==> src/rtl/wdt_pkg.sv <==
package wdt_pkg;

  localparam int unsigned OFS_CTRL    = 'h10;
  localparam int unsigned OFS_RESTART = 'h14;
  localparam int unsigned OFS_UNLOCK  = 'h18;
  localparam int unsigned OFS_STATUS  = 'h1C;

  localparam logic [15:0] KEY_RESTART = 16'hCAFE;
  localparam logic [15:0] KEY_UNLOCK  = 16'h5AA5;

  typedef enum logic [1:0] {
    STG_INT  = 2'd0,
    STG_RST  = 2'd1,
    STG_DONE = 2'd2
  } stage_e;

  // MSB first: bits 10:8 reset code ... bit0 enable
  typedef struct packed {
    logic [2:0] rst_code;
    logic [3:0] int_code;
    logic       rst_en;
    logic       int_en;
    logic       clk_sel;
    logic       en;
  } ctrl_t;

  localparam int CTRL_W = $bits(ctrl_t);

  // exponent of the interrupt-stage length for a 4-bit code
  function automatic int unsigned int_exp(input logic [3:0] code);
    if (code < 4'd2)      return 6 + 2 * int'(code);
    else if (code < 4'd8) return int'(code) + 8;
    else                  return 2 * int'(code) + 1;
  endfunction

  function automatic int unsigned rst_exp(input logic [2:0] code);
    return 7 + int'(code);
  endfunction

endpackage

==> src/rtl/wdt_interval.sv <==
module wdt_interval
  import wdt_pkg::*;
#(
  parameter int CNT_W = 32
) (
  input  ctrl_t             ctrl,
  output logic [CNT_W-1:0]  int_last,
  output logic [CNT_W-1:0]  rst_last
);

  localparam int N_INT = 16;
  localparam int N_RST = 8;

  logic [CNT_W-1:0] int_tab [N_INT];
  logic [CNT_W-1:0] rst_tab [N_RST];

  for (genvar g = 0; g < N_INT; g++) begin : g_int
    assign int_tab[g] = CNT_W'((64'd1 << int_exp(4'(g))) - 64'd1);
  end

  for (genvar g = 0; g < N_RST; g++) begin : g_rst
    assign rst_tab[g] = CNT_W'((64'd1 << rst_exp(3'(g))) - 64'd1);
  end

  assign int_last = int_tab[ctrl.int_code];
  assign rst_last = rst_tab[ctrl.rst_code];

endmodule

==> src/rtl/wdt_core.sv <==
module wdt_core
  import wdt_pkg::*;
#(
  parameter int CNT_W = 32
) (
  input  logic             clk,
  input  logic             rst,
  input  ctrl_t            ctrl,
  input  logic             restart,
  input  logic             ext_tick,
  input  logic [CNT_W-1:0] int_last,
  input  logic [CNT_W-1:0] rst_last,
  output logic [CNT_W-1:0] cnt_q,
  output stage_e           stage_q,
  output logic             int_expire
);

  logic run;
  logic rst_expire;

  always_comb begin
    run        = ctrl.en & ~restart & (ctrl.clk_sel | ext_tick);
    int_expire = run && (stage_q == STG_INT) && (cnt_q >= int_last);
    rst_expire = run && (stage_q == STG_RST) && (cnt_q >= rst_last);
  end

  always_ff @(posedge clk) begin
    if (rst || !ctrl.en || restart) begin
      cnt_q   <= '0;
      stage_q <= STG_INT;
    end else if (int_expire) begin
      cnt_q   <= '0;
      stage_q <= STG_RST;
    end else if (rst_expire) begin
      cnt_q   <= '0;
      stage_q <= STG_DONE;
    end else if (run && stage_q != STG_DONE) begin
      cnt_q   <= cnt_q + 1'b1;
    end
  end

endmodule

==> src/rtl/wdt_regs.sv <==
module wdt_regs
  import wdt_pkg::*;
#(
  parameter int ADDR_W = 8,
  parameter int DATA_W = 32
) (
  input  logic              clk,
  input  logic              rst,
  input  logic [ADDR_W-1:0] bus_addr,
  input  logic [DATA_W-1:0] bus_wdata,
  input  logic              bus_we,
  input  logic              int_expire,
  output ctrl_t             ctrl_q,
  output logic              status_q,
  output logic              unlock_q,
  output logic              restart_fire,
  output logic [DATA_W-1:0] bus_rdata
);

  logic hit_ctrl, hit_rst, hit_unl, hit_st;
  logic unused_hi;

  assign unused_hi = ^bus_wdata[DATA_W-1:16];

  always_comb begin
    hit_ctrl     = bus_we && (bus_addr == ADDR_W'(OFS_CTRL));
    hit_rst      = bus_we && (bus_addr == ADDR_W'(OFS_RESTART));
    hit_unl      = bus_we && (bus_addr == ADDR_W'(OFS_UNLOCK));
    hit_st       = bus_we && (bus_addr == ADDR_W'(OFS_STATUS));
    restart_fire = hit_rst && unlock_q && (bus_wdata[15:0] == KEY_RESTART);
  end

  always_ff @(posedge clk) begin
    if (rst) begin
      ctrl_q   <= '0;
      unlock_q <= 1'b0;
      status_q <= 1'b0;
    end else begin
      if (hit_ctrl && unlock_q)
        ctrl_q <= ctrl_t'(bus_wdata[CTRL_W-1:0]);
      if (hit_unl)
        unlock_q <= (bus_wdata[15:0] == KEY_UNLOCK);
      else if (hit_ctrl || hit_rst)
        unlock_q <= 1'b0;
      if (int_expire)
        status_q <= 1'b1;
      else if (hit_st && bus_wdata[0])
        status_q <= 1'b0;
    end
  end

  always_ff @(posedge clk) begin
    if (rst) begin
      bus_rdata <= '0;
    end else if (bus_addr == ADDR_W'(OFS_CTRL)) begin
      bus_rdata <= DATA_W'(ctrl_q);
    end else if (bus_addr == ADDR_W'(OFS_STATUS)) begin
      bus_rdata <= DATA_W'(status_q);
    end else begin
      bus_rdata <= '0;
    end
  end

endmodule

==> src/rtl/wdt_two_stage.sv <==
module wdt_two_stage
  import wdt_pkg::*;
#(
  parameter int ADDR_W = 8,
  parameter int DATA_W = 32,
  parameter int CNT_W  = 32
) (
  input  logic              clk,
  input  logic              rst,
  input  logic [ADDR_W-1:0] bus_addr,
  input  logic [DATA_W-1:0] bus_wdata,
  input  logic              bus_we,
  output logic [DATA_W-1:0] bus_rdata,
  input  logic              ext_tick,
  output logic              irq,
  output logic              reset_req
);

  ctrl_t            ctrl_q;
  logic             status_q;
  logic             unlock_q;
  logic             restart_fire;
  logic             int_expire;
  logic [CNT_W-1:0] int_last;
  logic [CNT_W-1:0] rst_last;
  logic [CNT_W-1:0] cnt_q;
  stage_e           stage_q;

  wdt_regs #(.ADDR_W(ADDR_W), .DATA_W(DATA_W)) u_regs (
    .clk          (clk),
    .rst          (rst),
    .bus_addr     (bus_addr),
    .bus_wdata    (bus_wdata),
    .bus_we       (bus_we),
    .int_expire   (int_expire),
    .ctrl_q       (ctrl_q),
    .status_q     (status_q),
    .unlock_q     (unlock_q),
    .restart_fire (restart_fire),
    .bus_rdata    (bus_rdata)
  );

  wdt_interval #(.CNT_W(CNT_W)) u_interval (
    .ctrl     (ctrl_q),
    .int_last (int_last),
    .rst_last (rst_last)
  );

  wdt_core #(.CNT_W(CNT_W)) u_core (
    .clk        (clk),
    .rst        (rst),
    .ctrl       (ctrl_q),
    .restart    (restart_fire),
    .ext_tick   (ext_tick),
    .int_last   (int_last),
    .rst_last   (rst_last),
    .cnt_q      (cnt_q),
    .stage_q    (stage_q),
    .int_expire (int_expire)
  );

  // both outputs are gates of flop outputs only
  assign irq       = status_q & ctrl_q.int_en;
  assign reset_req = (stage_q == STG_DONE) & ctrl_q.rst_en;

endmodule

==> config.mk <==
export PLATFORM = sky130hd
export DESIGN_NAME = wdt_two_stage
export DESIGN_NICKNAME = d
export VERILOG_FILES = /design/src/rtl/wdt_pkg.sv /design/src/rtl/wdt_interval.sv /design/src/rtl/wdt_core.sv /design/src/rtl/wdt_regs.sv /design/src/rtl/wdt_two_stage.sv
export SDC_FILE = /design/constraint.sdc
export NUM_CORES = 1
export LEC_CHECK = 0
export ABC_AREA = 1
export CAP_MARGIN = 20
export CORE_UTILIZATION = 25
export CTS_CLUSTER_SIZE = 12
export DETAILED_ROUTE_END_ITERATION = 10
export DONT_BUFFER_PORTS = 1
export GPL_ROUTABILITY_DRIVEN = 0
export PLACE_DENSITY = 0.5
export SYNTH_ARGS = -nofsm -noshare
export SYNTH_HDL_FRONTEND = slang
export SYNTH_SLANG_ARGS = --single-unit
export TNS_END_PERCENT = 5
==> constraint.sdc <==
create_clock -name clk -period 1.95 [get_ports clk]
set_clock_uncertainty 0.05 [all_clocks]
set_input_delay 0.195 -clock clk [delete_from_list [all_inputs] [get_ports clk]]
set_output_delay 0.195 -clock clk [all_outputs]
set_load 0.005 [all_outputs]
==> results of run 1 <==
cell usage in the layout (no fill, tap or decap), drive strengths merged:
| cell | netlist | routed |
|---|---|---|
| nand2 | 198 | 198 |
| nor2 | 150 | 150 |
| inv | 83 | 83 |
| dfxtp | 58 | 58 |
| buf | 32 | 53 |
| nand3 | 40 | 40 |
| ha | 33 | 33 |
| a21oi | 23 | 23 |
| and2 | 22 | 22 |
| conb | 1 | 21 |
| dlygate4sd3 | 0 | 14 |
| nand4 | 14 | 14 |
| xor2 | 13 | 13 |
| clkbuf | 6 | 11 |
| o21ai | 11 | 11 |
| nand3b | 8 | 8 |
| nor3 | 8 | 8 |
| a211oi | 7 | 7 |
| xnor2 | 5 | 5 |
| a21o | 3 | 3 |
| clkinv | 0 | 3 |
| bufinv | 0 | 2 |
| o21a | 1 | 1 |
| nor3b | 1 | 1 |
| o21bai | 1 | 1 |
| o2111ai | 1 | 1 |
| nor4 | 1 | 1 |
| clkinvlp | 0 | 1 |
worst max-delay path by stage:
| stage | from | to | cells after the start |
|---|---|---|---|
| 6_report | u_regs.ctrl_q[9]$_SDFFE_PP0P_ | u_core.cnt_q[9]$_SDFFE_PP0P_ | 10 |
| 3_5_place_dp | u_regs.ctrl_q[7]$_SDFFE_PP0P_ | u_core.cnt_q[8]$_SDFFE_PP0P_ | 12 |
| 5_1_grt | u_regs.ctrl_q[5]$_SDFFE_PP0P_ | u_core.cnt_q[23]$_SDFFE_PP0P_ | 15 |
| 3_3_place_gp | u_regs.ctrl_q[7]$_SDFFE_PP0P_ | u_core.cnt_q[8]$_SDFFE_PP0P_ | 12 |
| 2_1_floorplan | u_regs.ctrl_q[6]$_SDFFE_PP0P_ | u_core.cnt_q[0]$_SDFFE_PP0P_ | 15 |
| 4_1_cts | u_regs.ctrl_q[10]$_SDFFE_PP0P_ | u_core.cnt_q[8]$_SDFFE_PP0P_ | 12 |
power groups by stage:
stage / clock [mW] / combinational (mW) / sequential [mW]
floorplan: 0 / 0.0611 / 1.21
global placement: 0 / 0.0292 / 1.21
detailed placement: 0 / 0.0295 / 1.21
CTS: 1.74 / 0.0409 / 1.18
global route: 1.78 / 0.0486 / 1.18
finish: 1.71 / 0.0418 / 1.18
metal layers:
metal / wire [µm] / up-vias / track usage, % / share of wire, %
li1: - / 2343 / - / -
met1: 6350 / 1934 / 18.3 / 50
met2: 5410 / 94 / 21.7 / 43
met3: 620 / 13 / 3.53 / 4.9
met4: 199 / 0 / 3.78 / 1.6
met5: 0 / - / 0 / 0
final cells by class:
| cell class | count | area (µm²) |
|---|---|---|
| fill | 1979 | 12300 |
| clock buffer | 9 | 225 |
| sequential | 58 | 1170 |
| timing repair buffer | 69 | 629 |
| inverter | 83 | 312 |
| tap | 229 | 287 |
| clock inverter | 6 | 82.6 |
| multi-input combinational | 561 | 3040 |
through the flow:
stage | TNS [ns] | hold slack, ns | utilization (%)
global route | -12.95 | 0.0407 | 31.8
detailed placement | -8.86 | 0.218 | 28.4
global placement | -7.66 | 0.217 | 28.4
floorplan | 0 | 0.292 | -
finish | -6.52 | 0.0395 | 31.8
CTS | -5.62 | 0.0177 | 31.1
cells by family (layout without fill, tap and decap cells):
family,count (synthesis),in the layout
fa+ha+maj,33,33
other cells,1,21
compound gates,47,47
flops,58,58
simple gates,442,442
xor+xnor,18,18
buf+inv,121,167
repair_timing:
action / 4_1_cts / 5_1_grt
pin swaps: 1 / 5
hold buffers: 14 / 0
setup buffers: 0 / 2
endpoints found under the setup margin: 35 / 38
resized for setup: 11 / 16
gates cloned: 0 / 2
endpoints found under the hold margin: 14 / 0
flip-flops by register name, indices dropped and copies added, names as in the netlist:
signal	count
u_core.cnt_q	32
u_regs.ctrl_q	11
u_regs.status_q	1
u_regs.unlock_q	1
u_core.stage_q	2
u_regs.bus_rdata	11
critical path: stages, from the launching register on:
cell	delay, ns
dfxtp_1	0.43
nand3_1	0.11
ha_1	0.30
nand2_1	0.07
nor3b_1	0.23
nand2_1	0.08
nand3b_1	0.22
nand3_2	0.15
nand3_4	0.17
clkbuf_16	0.23
nor2_2	0.07
==> qor.csv, run 1 <==
metric;value;unit
outcome;finished, violations left;
violated checks;setup timing;
Worst EP arrival;2.40;ns
Synthesis Warnings;0;
WL final;12600;µm
worst hold path depth;3;
clock slew seen by the registers of the worst setup and hold paths;0.06;ns
post-layout minimum cycle time;2.18;ns
P&R area growth vs syn;24.2;%
commonest register cell after synthesis;dfxtp_1;
Synth cell types;38;
number of CTS-inserted buffers;9;
Synth Area in Adders;8.92;%
number of remaining DRC errors;0;
layout cells sized above 1;18.6;%
Tot Pwr;2.93;mW
area leader, netlist;dfxtp_1;
Initial DRT Pass Iterations;4;
Die Wd;138;µm
Total GRT Usage;13.7;%
syn_area_per_cell;6.43;µm²
pin count of the biggest net entering global routing;43;
P_int;2.30;mW
critical path fanouts, max;8;
Clock power frac;58.3;%
R2R cell count;10;
Slew Viols, Final;0;
PortBufs;0;
DR iter-0 viols;171;
most frequent cell after synthesis;nand2_1;
RSZ-0062 raised after global routing;true;
H-tree depth;3;
path category of the worst min-delay check;primary input to flop;
initial antenna violation count;0;
combinational power share;1.4;%
commonest cells in the synthesized netlist;nand2_1, nor2_1, inv_1;
Reg power frac;40.3;%
DR vias;4384;
Mapped Area;4630;µm²
R2R Path Start;u_regs.ctrl_q[9]$_SDFFE_PP0P_;
critical setup path kind;flop to flop;
Final Cycle Share;112;%
max frequency;459;MHz
Synth Area in Compound Gates;5.81;%
global route total overflow;0;
multiplexer share of the synthesized area;0;%
end of the worst register-to-register path;u_core.cnt_q[9]$_SDFFE_PP0P_;
crit path capture type;flop;
cell count after synthesis;720;
Worst Setup Start Kind;flop;
Initial Util;25.6;%
Detail Placement HPWL;9400;µm
first-pass GRT wire length;20900;µm
leakage;2.47;nW
placed cell areas;5140;µm²
setup violators final;35;
Worst Path Required;2.17;ns
Worst R2R Setup Slack;-0.23;ns
core area;18100;µm²
hold worst-path end;u_core.stage_q[1]$_SDFFE_PP0P_;
diodes inserted;0;
HP Start;rst;
Hold Fails Final Rpt;0;
switching share of power;21.5;%
DIE AREA;19100;µm²
Inst Count DP;982;
NetSw;0.630;mW
vias in the first global route;4225;
slack of the critical path;-0.229;ns
top post-synthesis cells by area;dfxtp_1, nand2_1, ha_1, nor2_1, inv_1;
main combinational cell family by area after synthesis;simple AND/OR/NAND/NOR gates;
Post-Synth Simple-Gate Area;43.9;%
CTS sink cnt;58;
maximum vdd ir drop;0.000419;V
post-route design area;5750;µm²
vias per std cell;4.32;
#FFs+latches synth;58;
Setup WS pre-CTS;-0.284;ns
drt wl/cell;12.4;µm
FFs w/ async S/R, synth;0;%
Synth Area in XOR/XNOR;3.41;%
Nets;859;
EDFF count, synth;0;
total of max-cap violations;0;
final non-filler cell total;1015;
Core Rows;49;
CTS tree;yes;
Seq/Total Area, Yosys;25.1;%
Root Buffer;clkbuf_16;
CTS max path bufs;2;
later-pin clock latency in the skew report;0.34;ns
Power Density;510;nW/µm²
post-route ant nets;0;
post-synth top area share;25.1;%
I/O Pins;78;
die span in y;138;µm
(Power assumes the default switching activity.)
==> run 2: changes to the inputs <==
--- a/config.mk
+++ b/config.mk
@@ -15,5 +15,6 @@
 export PLACE_DENSITY = 0.5
 export SYNTH_ARGS = -nofsm -noshare
 export SYNTH_HDL_FRONTEND = slang
+export SYNTH_HIERARCHICAL = 1
 export SYNTH_SLANG_ARGS = --single-unit
 export TNS_END_PERCENT = 5
==> qor.csv, run 2 <==
metric;value;unit
Largest Register;u_core/cnt_q;
area leader, netlist;dfxtp_1;
Worst Setup Start Kind;flop;
maximum vdd ir drop;0.000413;V
syn_area_per_cell;6.66;µm²
CP peak stage delay;0.35;ns
Total GRT Usage;11.8;%
final hold slack;0.0199;ns
Synthesis Warnings;6;
vias per std cell;3.91;
Power Density;491;nW/µm²
DR vias;4486;
CTS tree;yes;
final non-filler cell total;1147;
total of max-cap violations;0;
Post-Synth Simple-Gate Area;32.1;%
most frequent cell after synthesis;nand2_1;
Slew Viols, Final;0;
post-layout minimum cycle time;2.18;ns
most frequent cells in the layout;nand2_1, inv_1, nor2_1, ha_1, buf_4;
commonest register cell after synthesis;dfxtp_1;
CTS sink cnt;58;
I/O Pins;78;
Crit path top cell by count;nand2_1;
multiplexer share of the synthesized area;1.30;%
critical setup path kind;flop to flop;
slack of the critical path;-0.230;ns
max frequency;459;MHz
critical path fanouts, max;32;
PortBufs;0;
initial antenna violation count;0;
global route total overflow;0;
core area;21100;µm²
EDFF count, synth;0;
path category of the worst min-delay check;primary input to flop;
Core Rows;53;
RSZ-0062 raised after global routing;true;
Detail Placement HPWL;9610;µm
diodes inserted;0;
crit path capture type;flop;
Synth Area in Compound Gates;4.77;%
commonest non-fill, non-tap cell in the layout;nand2_1;
setup TNS;-7.08;ns
drt wl/cell;10.4;µm
cell count after synthesis;808;
later-pin clock latency in the skew report;0.33;ns
Setup Fix Bufs, Post-CTS;0;
number of CTS-inserted buffers;9;
Initial DRT Pass Iterations;4;
max reg flops;32;
die span in y;149;µm
CTS max path bufs;2;
Worst slew margin;63.8;%
top post-synthesis cells by area;dfxtp_1, ha_1, nand2_1, inv_1, nor2_1;
pin count of the biggest net entering global routing;33;
Worst Max-Slew Pin Slew;0.542;ns
FFs w/ async S/R, synth;0;%
fin util;30.2;%
P&R area growth vs syn;18.6;%
post-route ant nets;0;
Synth Area in XOR/XNOR;4.56;%
WL final;12000;µm
post-synth top area share;21.6;%
H-tree depth;3;
commonest cells in the synthesized netlist;nand2_1, inv_1, nor2_1;
Setup WS pre-CTS;-0.301;ns
Die Wd;149;µm
layout cells sized above 1;15.8;%
Root Buffer;clkbuf_16;
#FFs+latches synth;58;
Inst Count DP;1118;
CP max stage cell;dfxtp_2;
main combinational cell family by area after synthesis;simple AND/OR/NAND/NOR gates;
outcome;finished, violations left;
Top Registers;u_core/cnt_q (32), u_regs/bus_rdata (11), u_regs/ctrl_q (11);
Final Cycle Share;112;%
placed cell areas;5840;µm²
leakage;3.16;nW
setup violators final;35;
DR iter-0 viols;155;
Seq/Total Area, Yosys;21.6;%
Tot Pwr;3.13;mW
Initial Util;25.5;%
Synth Area in Adders;15.1;%
Nets;976;
Worst Path Required;2.16;ns
first-pass GRT wire length;20400;µm
Hold Fails Final Rpt;0;
post-route design area;6380;µm²
crit-path cells;buf_6 > nand2_2 > buf_4 > nand2_1 > inv_1 > ha_1 > a21oi_1 > o21ai_0 > nor2_1 > nand2_1 > nand2_1 > nand2_1 > nand2_2 > nand3_4 > buf_12 > nor2_1;
violated checks;setup timing;
Mapped Area;5380;µm²
vias in the first global route;4298;
clock slew seen by the registers of the worst setup and hold paths;0.05;ns
Filler Cell Count;2277;
number of remaining DRC errors;0;
Worst EP arrival;2.39;ns
Synth cell types;41;
DIE AREA;22100;µm²
-- run 2: cell types whose count changed after synthesis, sizes merged, moves of 8 or more --
cell and change:
a21oi +8, and2 -21, buf +41, ha +32, inv +60, nand2 -24
nand3 -14, nor3 +9, xor2 +9
-- run 2: logic make-up after synthesis --
| group | after synthesis |
|---|---|
| XOR/XNOR | 28 |
| AND/OR/NAND/NOR | 383 |
| multiplexers | 7 |
| adder cells (fa/ha/maj) | 65 |
| flip-flops | 58 |
| buffers and inverters | 217 |
| AO/OA/AOI/OAI | 47 |
| other | 3 |
-- run 2: final cells by class --
| cell class | instances | area [µm²] | area share [%] |
|---|---|---|---|
| Multi-Input combinational cell | 583 | 3400 | 53.3 |
| Timing Repair Buffer | 71 | 582 | 9.12 |
| Clock buffer | 10 | 229 | 3.59 |
| Tap cell | 275 | 344 | 5.40 |
| Clock inverter | 6 | 105 | 1.65 |
| Sequential cell | 58 | 1170 | 18.3 |
| Inverter | 144 | 546 | 8.55 |
-- run 2: worst paths after layout --
check,to,start,depth (start not counted),slack [ns]
min,u_core/stage_q[0]$_SDFFE_PP0P_,rst,3,0.02
min reg2reg,u_regs/bus_rdata[8]$_SDFF_PP0_,u_regs/ctrl_q[8]$_SDFFE_PP0P_,2,0.40
max,u_core/cnt_q[13]$_SDFFE_PP0P_,u_regs/ctrl_q[5]$_SDFFE_PP0P_,16,-0.23
max reg2reg,u_core/cnt_q[13]$_SDFFE_PP0P_,u_regs/ctrl_q[5]$_SDFFE_PP0P_,16,-0.23
-- run 2: where the power goes --
part / total (mW) / switching (mW) / internal, mW
sequential: 1.18 / 0.000000000887 / 1.18
clock: 1.81 / 0.573 / 1.24
combinational: 0.134 / 0.0784 / 0.0552
-- run 2: critical path, delay by kind of cell (launching register included) --
family,cells,cell delay (ns)
AOI/OAI and AO/OA,2,0.23
adders and majority gates,1,0.30
buffers and inverters,4,0.46
DFF,1,0.35
and+or+nand+nor,9,0.70
-- run 2: what timing repair did --
action | 4_1_cts | 5_1_grt
hold buffers | 13 | 0
pin swaps | 1 | 0
setup endpoints to repair | 35 | 35
resized for setup | 15 | 7
hold endpoints to repair | 13 | 0
-- run 2: per-layer routing --
metal / vias up / track usage (%) / wire [µm]
li1: 2485 / - / -
met1: 1923 / 15.2 / 6070
met2: 69 / 18.9 / 5220
met3: 9 / 3.47 / 553
met4: 0 / 3.71 / 116
met5: - / 0 / 0
